$ cat src/rtl/physeq_pkg.sv
package physeq_pkg;
  localparam int NUM_STAGES = 4;
  localparam int SEL_W      = 2;
  localparam int START_BIT  = 31;
  localparam int SLOW_BIT   = 29;
  localparam int SDIO_BIT   = 28;

  // Stage index doubles as phase code for the counted stages.
  typedef enum logic [2:0] {
    PH_ENA  = 3'd0,
    PH_GAP  = 3'd1,
    PH_RST  = 3'd2,
    PH_WAIT = 3'd3,
    PH_TAIL = 3'd4,
    PH_IDLE = 3'd7
  } phase_e;
endpackage

$ cat src/rtl/physeq_ctrl_reg.sv
module physeq_ctrl_reg
  import physeq_pkg::*;
#(
  parameter int FIELD_W = 4
) (
  input  logic                                  clk,
  input  logic                                  rst_n,
  input  logic                                  wr_en,
  input  logic [31:0]                           wr_data,
  input  logic                                  busy,
  output logic [31:0]                           rd_data,
  output logic                                  start_req,
  output logic [NUM_STAGES-1:0][FIELD_W-1:0]    stage_len,
  output logic                                  slow_o,
  output logic                                  sdio_o
);
  localparam int CFG_W = NUM_STAGES * FIELD_W;
  localparam int PAD_W = SDIO_BIT - CFG_W;
  // Register field slot that feeds each stage, in stage order.
  localparam int SLOT_OF_STAGE [NUM_STAGES] = '{2, 1, 0, 3};

  logic [CFG_W-1:0] cfg_q;
  logic             slow_q;
  logic             sdio_q;

  always_ff @(posedge clk or negedge rst_n) begin
    if (!rst_n) begin
      cfg_q  <= '0;
      slow_q <= 1'b0;
      sdio_q <= 1'b0;
    end else if (wr_en) begin
      cfg_q  <= wr_data[CFG_W-1:0];
      slow_q <= wr_data[SLOW_BIT];
      sdio_q <= wr_data[SDIO_BIT];
    end
  end

  assign start_req = wr_en && wr_data[START_BIT];

  // Stage lengths come from the write that starts the routine.
  for (genvar s = 0; s < NUM_STAGES; s++) begin : g_stage
    assign stage_len[s] = wr_data[SLOT_OF_STAGE[s]*FIELD_W +: FIELD_W];
  end

  logic unused_bits;
  assign unused_bits = ^{wr_data[30], wr_data[SDIO_BIT-1:CFG_W]};

  assign rd_data = {busy, 1'b0, slow_q, sdio_q, {PAD_W{1'b0}}, cfg_q};
  assign slow_o  = slow_q;
  assign sdio_o  = sdio_q;
endmodule

$ cat src/rtl/physeq_sequencer.sv
module physeq_sequencer
  import physeq_pkg::*;
#(
  parameter int FIELD_W     = 4,
  parameter int TAIL_CYCLES = 8
) (
  input  logic                               clk,
  input  logic                               rst_n,
  input  logic                               start_req,
  input  logic [NUM_STAGES-1:0][FIELD_W-1:0] stage_len,
  output phase_e                             phase_q,
  output logic                               done_o
);
  localparam int TAIL_W = $clog2(TAIL_CYCLES + 1);
  localparam int CNT_W  = (FIELD_W > TAIL_W) ? FIELD_W : TAIL_W;

  logic [NUM_STAGES-1:0][FIELD_W-1:0] held_q;
  logic [CNT_W-1:0]                   cnt_q;
  logic [2:0]                         first_idx;
  logic [2:0]                         next_idx;

  // First stage at or after 'from' with a nonzero length; tail otherwise.
  function automatic logic [2:0] pick(input int from,
                                      input logic [NUM_STAGES-1:0][FIELD_W-1:0] l);
    int r;
    r = NUM_STAGES;
    for (int i = NUM_STAGES - 1; i >= 0; i--) begin
      if (i >= from && l[i] != '0) r = i;
    end
    return 3'(r);
  endfunction

  function automatic logic [CNT_W-1:0] len_of(input logic [2:0] idx,
                                              input logic [NUM_STAGES-1:0][FIELD_W-1:0] l);
    if (idx < 3'(NUM_STAGES)) return CNT_W'(l[idx[SEL_W-1:0]]);
    return CNT_W'(TAIL_CYCLES);
  endfunction

  always_comb begin
    first_idx = pick(0, stage_len);
    next_idx  = pick(int'(phase_q) + 1, held_q);
  end

  always_ff @(posedge clk or negedge rst_n) begin
    if (!rst_n) begin
      phase_q <= PH_IDLE;
      cnt_q   <= '0;
      held_q  <= '0;
      done_o  <= 1'b0;
    end else begin
      done_o <= 1'b0;
      if (phase_q == PH_IDLE) begin
        if (start_req) begin
          held_q  <= stage_len;
          phase_q <= phase_e'(first_idx);
          cnt_q   <= len_of(first_idx, stage_len) - 1'b1;
        end
      end else if (cnt_q != '0) begin
        cnt_q <= cnt_q - 1'b1;
      end else if (phase_q == PH_TAIL) begin
        phase_q <= PH_IDLE;
        done_o  <= 1'b1;
      end else begin
        phase_q <= phase_e'(next_idx);
        cnt_q   <= len_of(next_idx, held_q) - 1'b1;
      end
    end
  end
endmodule

$ cat src/rtl/physeq_drive.sv
module physeq_drive
  import physeq_pkg::*;
(
  input  phase_e phase,
  output logic   sync_en,
  output logic   sync_rst,
  output logic   busy
);
  always_comb begin
    sync_en  = (phase == PH_ENA);
    sync_rst = (phase == PH_RST);
    busy     = (phase != PH_IDLE);
  end
endmodule

$ cat src/rtl/phy_init_sequencer.sv
module phy_init_sequencer
  import physeq_pkg::*;
#(
  parameter int FIELD_W     = 4,
  parameter int TAIL_CYCLES = 8
) (
  input  logic        clk,
  input  logic        rst_n,
  input  logic        wr_en,
  input  logic [31:0] wr_data,
  output logic [31:0] rd_data,
  output logic        sync_en_o,
  output logic        sync_rst_o,
  output logic        busy_o,
  output logic        done_o,
  output logic        slow_mode_o,
  output logic        sdio_mode_o
);
  logic                               start_req;
  logic [NUM_STAGES-1:0][FIELD_W-1:0] stage_len;
  phase_e                             phase;

  physeq_ctrl_reg #(.FIELD_W(FIELD_W)) u_reg (
    .clk       (clk),
    .rst_n     (rst_n),
    .wr_en     (wr_en),
    .wr_data   (wr_data),
    .busy      (busy_o),
    .rd_data   (rd_data),
    .start_req (start_req),
    .stage_len (stage_len),
    .slow_o    (slow_mode_o),
    .sdio_o    (sdio_mode_o)
  );

  physeq_sequencer #(.FIELD_W(FIELD_W), .TAIL_CYCLES(TAIL_CYCLES)) u_seq (
    .clk       (clk),
    .rst_n     (rst_n),
    .start_req (start_req),
    .stage_len (stage_len),
    .phase_q   (phase),
    .done_o    (done_o)
  );

  physeq_drive u_drive (
    .phase    (phase),
    .sync_en  (sync_en_o),
    .sync_rst (sync_rst_o),
    .busy     (busy_o)
  );
endmodule

$ cat config.mk
export PLATFORM = sky130hd
export DESIGN_NAME = phy_init_sequencer
export DESIGN_NICKNAME = d
export VERILOG_FILES = /design/src/rtl/physeq_pkg.sv /design/src/rtl/physeq_ctrl_reg.sv /design/src/rtl/physeq_sequencer.sv /design/src/rtl/physeq_drive.sv /design/src/rtl/phy_init_sequencer.sv
export SDC_FILE = /design/constraint.sdc
export NUM_CORES = 1
export LEC_CHECK = 0
export ABC_AREA = 1
export BUFFER_PORTS_ARGS = -buffer_cell sky130_fd_sc_hd__buf_2
export CORE_MARGIN = 2
export CORE_UTILIZATION = 55
export DETAILED_ROUTE_END_ITERATION = 16
export PLACE_DENSITY = 0.83
export SLEW_MARGIN = 25
export SYNTH_ARGS = -nofsm -noshare
export SYNTH_HDL_FRONTEND = slang
export SYNTH_SLANG_ARGS = --single-unit
$ cat constraint.sdc
create_clock -name clk -period 6.3 [get_ports clk]
set_input_delay 0.945 -clock clk [delete_from_list [all_inputs] [get_ports clk]]
set_output_delay 0.945 -clock clk [all_outputs]
set_load 0.005 [all_outputs]
==> results.md, run 1 <==
* Detailed-route via count at 2143
* Data arrival time of the worst path at 1800 ps
* Worst Skew at 9.27 ps
* Post-CTS sizing at 0
* Yosys reg bits at 42
* Clock share of power at 15.5%
* Cell taking the most area after synthesis: sky130_fd_sc_hd__dfrtp_1
* Clock period minus final worst setup slack at 2740 ps
* Xor and xnor area share after synthesis at 0.350%
* Core outline area at 4350 um2
* # rows at 24
* Post-synthesis compound-gate area fraction at 12.3%
* Final Setup Violations at 0
* Clock root buffer master: sky130_fd_sc_hd__clkbuf_8
* DRC violations left at 0
* Relative max-transition margin at 61.8%
* Count of final max-slew check failures at 0
* Hold crit path type: register to register
* Total Neg Setup Slack at 0 ps
* Worst reg2reg path startpoint: u_seq.phase_q[1]$_DFFE_PN1P_
* Sum of internal, switching and leakage power at 0.00111 W
* RSZ-0062 raised after global routing: false
* Antenna violations before repair at 0
* Initial core utilization at 57.4%
* Max Cap Violations at 0
* Power per unit of standard cell area at 399 nW/um2
* Count of distinct cell types in the synthesized netlist at 31
* Post-DRT Antenna Nets at 0
* CTS tree: yes
* Mean Syn Cell Area at 8.02 um2
* Total setup buffers inserted after CTS at 0
* Synth async-reset ratio at 100%
* Switching power as a share of total power at 43.7%
* Share of synthesized cell area in full adder, half adder and majority cells at 4.00%
* Clock Latency Late Sink at 300 ps
* Wire length of the first global-routing pass at 9.23 mm
* Fraction of synthesized cell area taken by the top area cell type at 39.0%
* Number of clock buffers inserted by TritonCTS at 5
* Number of synthesized flops with an enable pin at 0
* Filler Cell Count at 384
* Top-level I/O count at 73
* Number of H-tree levels at 2
* Critical path destination: busy_o
* Sum of overflow across all layers after global routing at 0
* Crit path largest cell delay at 610 ps
* Status: finished clean
* Detailed Route WL at 5.31 mm
* Share of power burned in registers at 38.3%
* Nets at 397
* Global routing usage summed across all routing layers at 22.6%
* Commonest non-fill, non-tap cell in the layout: sky130_fd_sc_hd__nand2_1
* Capture instance of the worst register-to-register path: u_seq.cnt_q[2]$_DFFE_PN0P_
* Worst setup path category: register to output port
* Transition at the pin with the smallest max-transition slack at 572 ps
* Fraction of synthesized area in multiplexers at 1.35%
* Worst-path fanout max at 11
* Area share of and/or/nand/nor cells after synthesis at 27.3%
* IO buf count at 46
* Pin count of the biggest net entering global routing at 43
* Vias per Instance at 5.28
* X dimension of the die at 71.4 um
* Worst-case reg-to-reg path depth at 16
* Worst setup timing slack at the placement stage at 3180 ps
* Number of buffers inserted for hold repair after clock tree synthesis at 0
* Floorplan die height at 71.4 um
* Critical path, cell by cell: ha_1 -> ha_1 -> inv_2 -> buf_2
* Crit-path slowest cell: sky130_fd_sc_hd__dfstp_2
* Highest-count cells in the layout ignoring fill and taps: sky130_fd_sc_hd__nand2_1, sky130_fd_sc_hd__buf_2, sky130_fd_sc_hd__dfrtp_1, sky130_fd_sc_hd__inv_1, sky130_fd_sc_hd__nor2_1
* Half-perimeter wire length after placement at 3.96 mm
* Via count of the first global-routing pass at 2049
* Clock slew at the register clock pins of the worst setup and hold paths at 90 ps
* Num Clock Sinks at 42
* Gate power share at 46.1%
* Fraction of the yosys area taken by sequential cells at 42.2%
* Critical Path RT at 5350 ps
* Register-to-register setup slack at 3760 ps
* Gate count of the mapped netlist at 312
* Cell area after synthesis at 2500 um2
* Most common flop cell mapped by yosys: sky130_fd_sc_hd__dfrtp_1
* Static leakage at 1.42 nW
* Final period utilization at 43.6%
* YS warnings at 0
* Detail-routed net length per standard cell at 13.1 um
* Worst-case clock buffer depth at 2
* Worst setup SP type: register
* Number of antenna repair diodes at 0
* Violation count after the first detailed-route iteration at 162
* Peak supply drop at 0.000183 V
* Crit. End Element: output port
* First-pass DRT Iterations at 5
* Setup slack of the critical path after layout at 3560 ps
* GP Congestion at 0.908
* Die Area at 5100 um2
* Total internal power at 0.000625 W
* Share of final-layout standard cells stronger than drive strength 1 at 26.3%
* Final Hold Fails at 0
* Layout area overhead at 11.4%
* Most frequent CP cell: sky130_fd_sc_hd__ha_1
* Largest family of logic cells by synthesized area: simple AND/OR/NAND/NOR gates
* Max Clock Freq at 364 MHz
* Critical Path Start: u_seq.phase_q[1]$_DFFE_PN1P_
* Dominant cells by area after synthesis: sky130_fd_sc_hd__dfrtp_1, sky130_fd_sc_hd__nand2_1, sky130_fd_sc_hd__inv_1, sky130_fd_sc_hd__nor2_1, sky130_fd_sc_hd__buf_4
* Net switching power at 0.000485 W
==> sequential cells by signal (all words and copies together), names as in the netlist <==
signal	flops
u_seq.done_o	1
u_reg.slow_o	1
u_reg.cfg_q	16
u_reg.sdio_o	1
u_seq.phase_q	3
u_seq.held_q	16
u_seq.cnt_q	4
==> metrics by stage <==
step,instances,utilization (%),instance area [um2],hold WS (ps)
2_1_floorplan,324,-,2550,453
5_1_grt,406,64.0,2790,547
6_report,406,64.0,2790,487
3_3_place_gp,399,61.9,2700,471
3_5_place_dp,399,61.9,2700,473
4_1_cts,406,63.8,2780,493
==> cell usage after synthesis, types with 4 or more instances <==
cell                        n
sky130_fd_sc_hd__clkbuf_1   7
sky130_fd_sc_hd__o21ai_0   19
sky130_fd_sc_hd__nand3_1   21
sky130_fd_sc_hd__nor2_1    35
sky130_fd_sc_hd__inv_2      7
sky130_fd_sc_hd__nand4_1    4
sky130_fd_sc_hd__buf_4     16
sky130_fd_sc_hd__nand2_1   55
sky130_fd_sc_hd__nand2_2    8
sky130_fd_sc_hd__nand2_4    5
sky130_fd_sc_hd__inv_1     37
sky130_fd_sc_hd__a21oi_1   17
sky130_fd_sc_hd__ha_1       8
sky130_fd_sc_hd__o211ai_1   5
sky130_fd_sc_hd__dfrtp_1   39
==> kinds of logic after synthesis <==
kind of cell               Yosys count
DFF                                 42
adders and majority gates            8
muxes                                3
buffers and inverters               67
xor gates and xnor gates             1
other                                1
AOI/OAI and AO/OA                   52
and+or+nand+nor                    138
==> power groups by stage <==
stage	Clock (W)	Sequential, W	Combinational (W)
detailed placement	0	0.000429	0.000509
global placement	0	0.000425	0.000496
floorplan	0	0.000410	0.000411
global route	0.000187	0.000438	0.000594
CTS	0.000174	0.000424	0.000512
finish	0.000173	0.000426	0.000512
==> worst min-delay path by stage <==
stage | from | to | slack [ps] | depth (start not counted)
2_1_floorplan | u_seq.held_q[13]$_DFFE_PN0P_ | u_seq.held_q[13]$_DFFE_PN0P_ | 450 | 2
3_3_place_gp | u_seq.held_q[13]$_DFFE_PN0P_ | u_seq.held_q[13]$_DFFE_PN0P_ | 470 | 2
3_5_place_dp | u_seq.held_q[13]$_DFFE_PN0P_ | u_seq.held_q[13]$_DFFE_PN0P_ | 470 | 2
4_1_cts | u_seq.held_q[13]$_DFFE_PN0P_ | u_seq.held_q[13]$_DFFE_PN0P_ | 490 | 2
5_1_grt | u_seq.held_q[13]$_DFFE_PN0P_ | u_seq.held_q[13]$_DFFE_PN0P_ | 550 | 2
6_report | u_seq.held_q[13]$_DFFE_PN0P_ | u_seq.held_q[13]$_DFFE_PN0P_ | 490 | 2
==> critical path, delay by kind of cell (launching register included) <==
family	cells	cell delay, ps
fa+ha+maj	2	530
buf+inv	2	360
flops	1	610
==> final cells by class <==
type / instances / area [um2] / share of cell area (%)
clock buffer: 5 / 68.8 / 2.47
sequential: 42 / 1050 / 37.9
clock inverter: 2 / 15.0 / 0.539
tap: 52 / 65.1 / 2.33
multi-input combinational: 215 / 1180 / 42.5
inverter: 44 / 165 / 5.93
timing repair buffer: 46 / 233 / 8.35
==> per-layer routing <==
metal	vias to the layer above	GRT usage, %	part of all wire (%)
met3	8	5.20	6.9
met5	-	0	0
met4	0	6.29	1.6
met1	985	31.5	46
met2	98	35.7	46
li1	1052	-	-
Power figures use the tool's default switching activity.
==> run 2, diff against run 1 <==
- CORE_UTILIZATION: 55 -> 47
- PLACE_DENSITY: 0.83 -> 0.75
- clock period: 6.3 -> 2.49 ns (I/O delays scaled with it)
==> run 2 against run 1 <==
Against the previous run: core utilization down 5.3 points; sequential share of layout area down 2.7 points; first-iteration DRC count down 29%; sequential cell count unchanged; wire length up 7.1%.
==> results.md, run 2 (synthesis results as in run 1) <==
* CTS tree: yes
* Worst Skew at 5.92 ps
* Status: finished clean
* Worst setup SP type: register
* Nets at 405
* Clock Latency Late Sink at 290 ps
* Worst reg2reg path startpoint: u_seq.phase_q[1]$_DFFE_PN1P_
* Floorplan die height at 77.0 um
* Fin cells at 433
* Static leakage at 1.48 nW
* Capture instance of the worst register-to-register path: u_seq.cnt_q[1]$_DFFE_PN0P_
* Worst setup path category: register to register
* Core outline area at 5110 um2
* Final period utilization at 96.8%
* Global routing usage summed across all routing layers at 20.2%
* Power per unit of standard cell area at 1060 nW/um2
* Highest-count cells in the layout ignoring fill and taps: sky130_fd_sc_hd__nand2_1, sky130_fd_sc_hd__buf_2, sky130_fd_sc_hd__dfrtp_1, sky130_fd_sc_hd__inv_1, sky130_fd_sc_hd__nor2_1
* Switching power as a share of total power at 43.6%
* X dimension of the die at 77.0 um
* Placed standard-cell area at 2760 um2
* IO buf count at 46
* Post-DRT Antenna Nets at 0
* Setup slack of the critical path after layout at 80.0 ps
* Top-level I/O count at 73
* Wire length of the first global-routing pass at 9.51 mm
* Clock root buffer master: sky130_fd_sc_hd__clkbuf_8
* Half-perimeter wire length after placement at 4.21 mm
* Critical Path RT at 2650 ps
* # rows at 26
* Initial core utilization at 49.0%
* Top flop regs: u_reg.cfg_q: 16 flops, u_seq.held_q: 16 flops, u_seq.cnt_q: 4 flops
* Share of final-layout standard cells stronger than drive strength 1 at 32.2%
* # placed instances at 423
* Pin count of the biggest net entering global routing at 43
* GP Congestion at 0.876
* Relative max-transition margin at 64.7%
* Crit. End Element: register
* Worst-case clock buffer depth at 2
* Clock slew at the register clock pins of the worst setup and hold paths at 80 ps
* Transition at the pin with the smallest max-transition slack at 529 ps
* Die Area at 5920 um2
* Max Clock Freq at 415 MHz
* Layout area overhead at 19.9%
* Data arrival time of the worst path at 2570 ps
* Final Core Density at 58.7%
* Clock share of power at 16.9%
* First-pass DRT Iterations at 5
* Register-to-register setup slack at 80 ps
* Worst-path fanout max at 4
* Post-route standard cell area excluding fillers at 3000 um2
* Antenna violations before repair at 0
* Total internal power at 0.00179 W
* Number of H-tree levels at 2
* Commonest non-fill, non-tap cell in the layout: sky130_fd_sc_hd__nand2_1
* Sum of internal, switching and leakage power at 0.00318 W
* Final Hold Fails at 0
* Gate power share at 49.6%
* DRC violations left at 0
* Number of antenna repair diodes at 0
* Peak supply drop at 0.000454 V
* Final Setup Violations at 0
* Violation count after the first detailed-route iteration at 115
* Max Cap Violations at 0
* Number of clock buffers inserted by TritonCTS at 5
* Worst setup timing slack at the placement stage at 50.9 ps
* Count of final max-slew check failures at 0
* Clock period minus final worst setup slack at 2410 ps
* Via count of the first global-routing pass at 2035
* Hold crit path type: primary input to asynchronous set/reset pin
* Worst-case reg-to-reg path depth at 16
* Net switching power at 0.00139 W
* Detailed Route WL at 5.69 mm
* Sum of overflow across all layers after global routing at 0
* Num Clock Sinks at 42
* Vias per Instance at 4.98
* Share of power burned in registers at 33.6%
* Detailed-route via count at 2156
* Detail-routed net length per standard cell at 13.1 um
-- run 2: changes by cell type in the layout (fill, tap and decap cells not counted), sizes merged --
cell | previous run | this run
bufinv | 0 | 1
buf | 46 | 54
clkbuf | 5 | 6
clkinvlp | 2 | 1
-- run 2: routing by layer --
| metal | GRT usage [%] | part of all wire (%) | vias up |
|---|---|---|---|
| met5 | 0 | 0 | - |
| met4 | 6.00 | 1.6 | 0 |
| met3 | 4.94 | 6.6 | 10 |
| met2 | 32.6 | 48 | 83 |
| met1 | 26.8 | 44 | 992 |
| li1 | - | - | 1071 |
-- run 2: how the worst max path moves through the flow --
stage | from | end | depth (start not counted)
2_1_floorplan | u_seq.phase_q[1]$_DFFE_PN1P_ | u_seq.cnt_q[2]$_DFFE_PN0P_ | 16
3_3_place_gp | u_seq.phase_q[0]$_DFFE_PN1P_ | u_seq.cnt_q[2]$_DFFE_PN0P_ | 16
3_5_place_dp | u_seq.phase_q[1]$_DFFE_PN1P_ | u_seq.cnt_q[2]$_DFFE_PN0P_ | 18
4_1_cts | u_seq.phase_q[0]$_DFFE_PN1P_ | u_seq.cnt_q[2]$_DFFE_PN0P_ | 18
5_1_grt | u_seq.phase_q[1]$_DFFE_PN1P_ | u_seq.cnt_q[1]$_DFFE_PN0P_ | 16
6_report | u_seq.phase_q[1]$_DFFE_PN1P_ | u_seq.cnt_q[1]$_DFFE_PN0P_ | 16
-- run 2: cell type report --
cell class	instances	area, um2
fill	468	2110
multi-input combinational	215	1280
sequential	42	1050
timing repair buffer	54	300
inverter	44	168
tap	70	87.6
clock buffer	6	72.6
clock inverter	2	37.5
-- run 2: what timing repair did --
action | 4_1_cts | 5_1_grt
setup buffers | 0 | 2
setup endpoints to repair | 0 | 2
hold endpoints to repair | 0 | 0
hold buffers | 0 | 0
resized for setup | 0 | 28
-- run 2: power by group through the flow --
stage / clock (W) / combinational, W / sequential, W
after global routing: 0.000584 / 0.00178 / 0.00110
after floorplan: 0 / 0.00104 / 0.00104
after CTS: 0.000545 / 0.00136 / 0.00106
after detailed placement: 0 / 0.00135 / 0.00107
after global placement: 0 / 0.00131 / 0.00106
final: 0.000537 / 0.00158 / 0.00107
-- run 2: through the flow --
step	hold WS, ps	setup TNS [ps]
floorplan	77.9	0
detailed placement	477	0
global placement	469	0
global route	93.2	-59.7
finish	54.4	0
CTS	247	0
-- run 2: critical path, cell delays in order, from the launching register on --
cell and delay (ps):
sky130_fd_sc_hd__dfstp_2 580, sky130_fd_sc_hd__ha_4 130, sky130_fd_sc_hd__ha_1 220, sky130_fd_sc_hd__inv_2 70, sky130_fd_sc_hd__nand2_4 60, sky130_fd_sc_hd__inv_4 80, sky130_fd_sc_hd__nand3_4 130, sky130_fd_sc_hd__nand2_4 130
sky130_fd_sc_hd__inv_2 50, sky130_fd_sc_hd__nand2_4 90, sky130_fd_sc_hd__nand3_4 80, sky130_fd_sc_hd__nand2_2 80, sky130_fd_sc_hd__nand2_2 50, sky130_fd_sc_hd__nand2_2 90, sky130_fd_sc_hd__a21oi_4 60, sky130_fd_sc_hd__ha_2 310
sky130_fd_sc_hd__o21ai_1 60
==> run 3, diff against run 2 <==
- CORE_ASPECT_RATIO: default -> 1.4
==> run 3 against run 2 <==
Against the previous run: die area grew 0.14%; sequential cell count is the same; clock power shrank 2%; largest power group unchanged; critical path depth grew 2; global-route usage shrank 0.39 points; first-iteration DRC count shrank 21%; worst hold slack lost 6.4 ps; clock-buffer cell count grew 1; non-clock buffer count grew 5; highest routed layer unchanged; wire length grew 1.2%; combinational power grew 7%.
==> results.md, run 3 (synthesis results as in run 1) <==
* Power per unit of standard cell area at 1080 nW/um2
* Num Clock Sinks at 42
* Top flop regs: u_reg.cfg_q: 16 flops, u_seq.held_q: 16 flops, u_seq.cnt_q: 4 flops
* Worst setup SP type: register
* Global routing usage summed across all routing layers at 19.8%
* Core outline area at 5160 um2
* Transition at the pin with the smallest max-transition slack at 521 ps
* Number of antenna repair diodes at 0
* Hold crit path type: primary input to asynchronous set/reset pin
* Initial core utilization at 48.5%
* Worst-path fanout max at 8
* Relative max-transition margin at 65.2%
* DRC violations left at 0
* Worst-case clock buffer depth at 2
* Final Setup Violations at 0
* Final period utilization at 96.8%
* Met3 Routed Length at 257 um
* Final Hold Fails at 0
* First-pass DRT Iterations at 4
* Routed length on met2 at 3.07 mm
* Cell family with the largest share of critical-path delay: simple AND/OR/NAND/NOR gates
* Detailed-route via count at 2177
* Via count of the first global-routing pass at 2007
* Crit path largest cell delay at 590 ps
* Sum of overflow across all layers after global routing at 0
* Fin cells at 435
* Detailed Route WL at 5.76 mm
* Static leakage at 1.50 nW
* Detail-routed net length per standard cell at 13.2 um
* Total Neg Setup Slack at 0 ps
* Layout area overhead at 21.3%
* Filler Cell Count at 480
* Clock slew at the register clock pins of the worst setup and hold paths at 70 ps
* Nets at 411
* Die Area at 5930 um2
* Highest-count cells in the layout ignoring fill and taps: sky130_fd_sc_hd__nand2_1, sky130_fd_sc_hd__buf_2, sky130_fd_sc_hd__dfrtp_1, sky130_fd_sc_hd__inv_1, sky130_fd_sc_hd__nor2_1
* Clock period minus final worst setup slack at 2410 ps
* Sum of internal, switching and leakage power at 0.00329 W
* Critical path, cell by cell: ha_4 -> ha_4 -> inv_4 -> nand2_4 -> inv_4 -> nand3_4 -> nand2_4 -> inv_2 -> nand2_4 -> nand3_2 -> nand2_2 -> nand2_2 -> nand2_2 -> a21oi_4 -> ha_2 -> xnor2_1 -> nand2_1 -> nand2_1
* Worst setup path category: register to register
* Vias per Instance at 5.00
* Number of H-tree levels at 2
* Crit. End Element: register
* Share of final-layout standard cells stronger than drive strength 1 at 33.3%
* Wire length of the first global-routing pass at 9.14 mm
* Number of clock buffers inserted by TritonCTS at 5
* Crit-path slowest cell: sky130_fd_sc_hd__dfstp_2
* IO buf count at 46
* Floorplan die height at 90.3 um
* Data arrival time of the worst path at 2600 ps
* Violation count after the first detailed-route iteration at 91
* Pin count of the biggest net entering global routing at 43
* # rows at 31
* Antenna violations before repair at 0
* Commonest non-fill, non-tap cell in the layout: sky130_fd_sc_hd__nand2_1
* Post-DRT Antenna Nets at 0
* Clock Latency Late Sink at 290 ps
* Post-route standard cell area excluding fillers at 3030 um2
* # placed instances at 419
* Number of buffers inserted for hold repair after clock tree synthesis at 0
* Half-perimeter wire length after placement at 4.18 mm
* Max Cap Violations at 0
* X dimension of the die at 65.7 um
* Critical Path RT at 2680 ps
* Highest Signal Layer: met4
* RSZ-0062 raised after global routing: true
* Status: finished clean
* Placed standard-cell area at 2760 um2
* Bufs and invs on worst path at 3
* GP Congestion at 0.867
* Clock root buffer master: sky130_fd_sc_hd__clkbuf_8
* Peak supply drop at 0.000504 V
* CTS tree: yes
* Max Clock Freq at 415 MHz
* Routed metal-1 wire length at 2.30 mm
* Count of final max-slew check failures at 0
* Worst Skew at 2.54 ps
* Top-level I/O count at 73
## run 3: cell count changes in the layout (fill, tap and decap cells not counted), sizes merged
cell,before,now
clkinvlp,1,0
buf,54,59
nand2,68,69
clkbuf,6,7
## run 3: layout make-up
type / count / area [um2] / area share [%]
multi-input combinational: 216 / 1290 / 42.5
timing repair buffer: 59 / 330 / 10.9
clock inverter: 1 / 30.0 / 0.990
inverter: 44 / 170 / 5.61
tap: 66 / 82.6 / 2.72
clock buffer: 7 / 76.3 / 2.52
sequential: 42 / 1050 / 34.8
## run 3: where the power goes
part           total (W)  switching [W]  internal [W]
Clock           0.000525       0.000225      0.000300
Sequential       0.00107       0.000167      0.000899
Combinational    0.00169        0.00102      0.000678
Total            0.00329        0.00141       0.00188
## run 3: metal layers
metal | up-vias | GRT usage, %
li1 | 1083 | -
met1 | 1003 | 24.2
met2 | 78 | 33.8
met3 | 13 | 3.12
met4 | 0 | 7.99
met5 | - | 0
## run 3: worst paths after layout
kind | startpoint | to | slack [ps] | cells past startpoint
min in group clk | wr_data[28] | u_reg.sdio_o$_DFFE_PN0P_ | 310 | 2
hold reg to reg | u_seq.held_q[13]$_DFFE_PN0P_ | u_seq.held_q[13]$_DFFE_PN0P_ | 490 | 2
hold / removal | rst_n | u_reg.cfg_q[6]$_DFFE_PN0P_ | 50 | 1
setup reg to reg | u_seq.phase_q[1]$_DFFE_PN1P_ | u_seq.cnt_q[2]$_DFFE_PN0P_ | 80 | 18
setup / recovery | u_seq.phase_q[1]$_DFFE_PN1P_ | u_seq.cnt_q[2]$_DFFE_PN0P_ | 80 | 18
max in group asynchronous | rst_n | u_seq.phase_q[2]$_DFFE_PN1P_ | 2060 | 1
## run 3: what timing repair did
action	in CTS	in global routing
resized for setup	0	26
gates cloned	0	1
pin swaps	0	12
buffers inserted	2	5
endpoints found under the setup margin	2	3
## run 3: through the flow
stage               setup WS, ps  util [%]  hold WS, ps
detailed placement         -15.8      53.5          478
global placement            51.7      53.5          473
CTS                         24.7      55.8          240
floorplan                    211         -         77.9
finish                      79.0      58.8         47.9
global route               -41.5      58.8         97.7
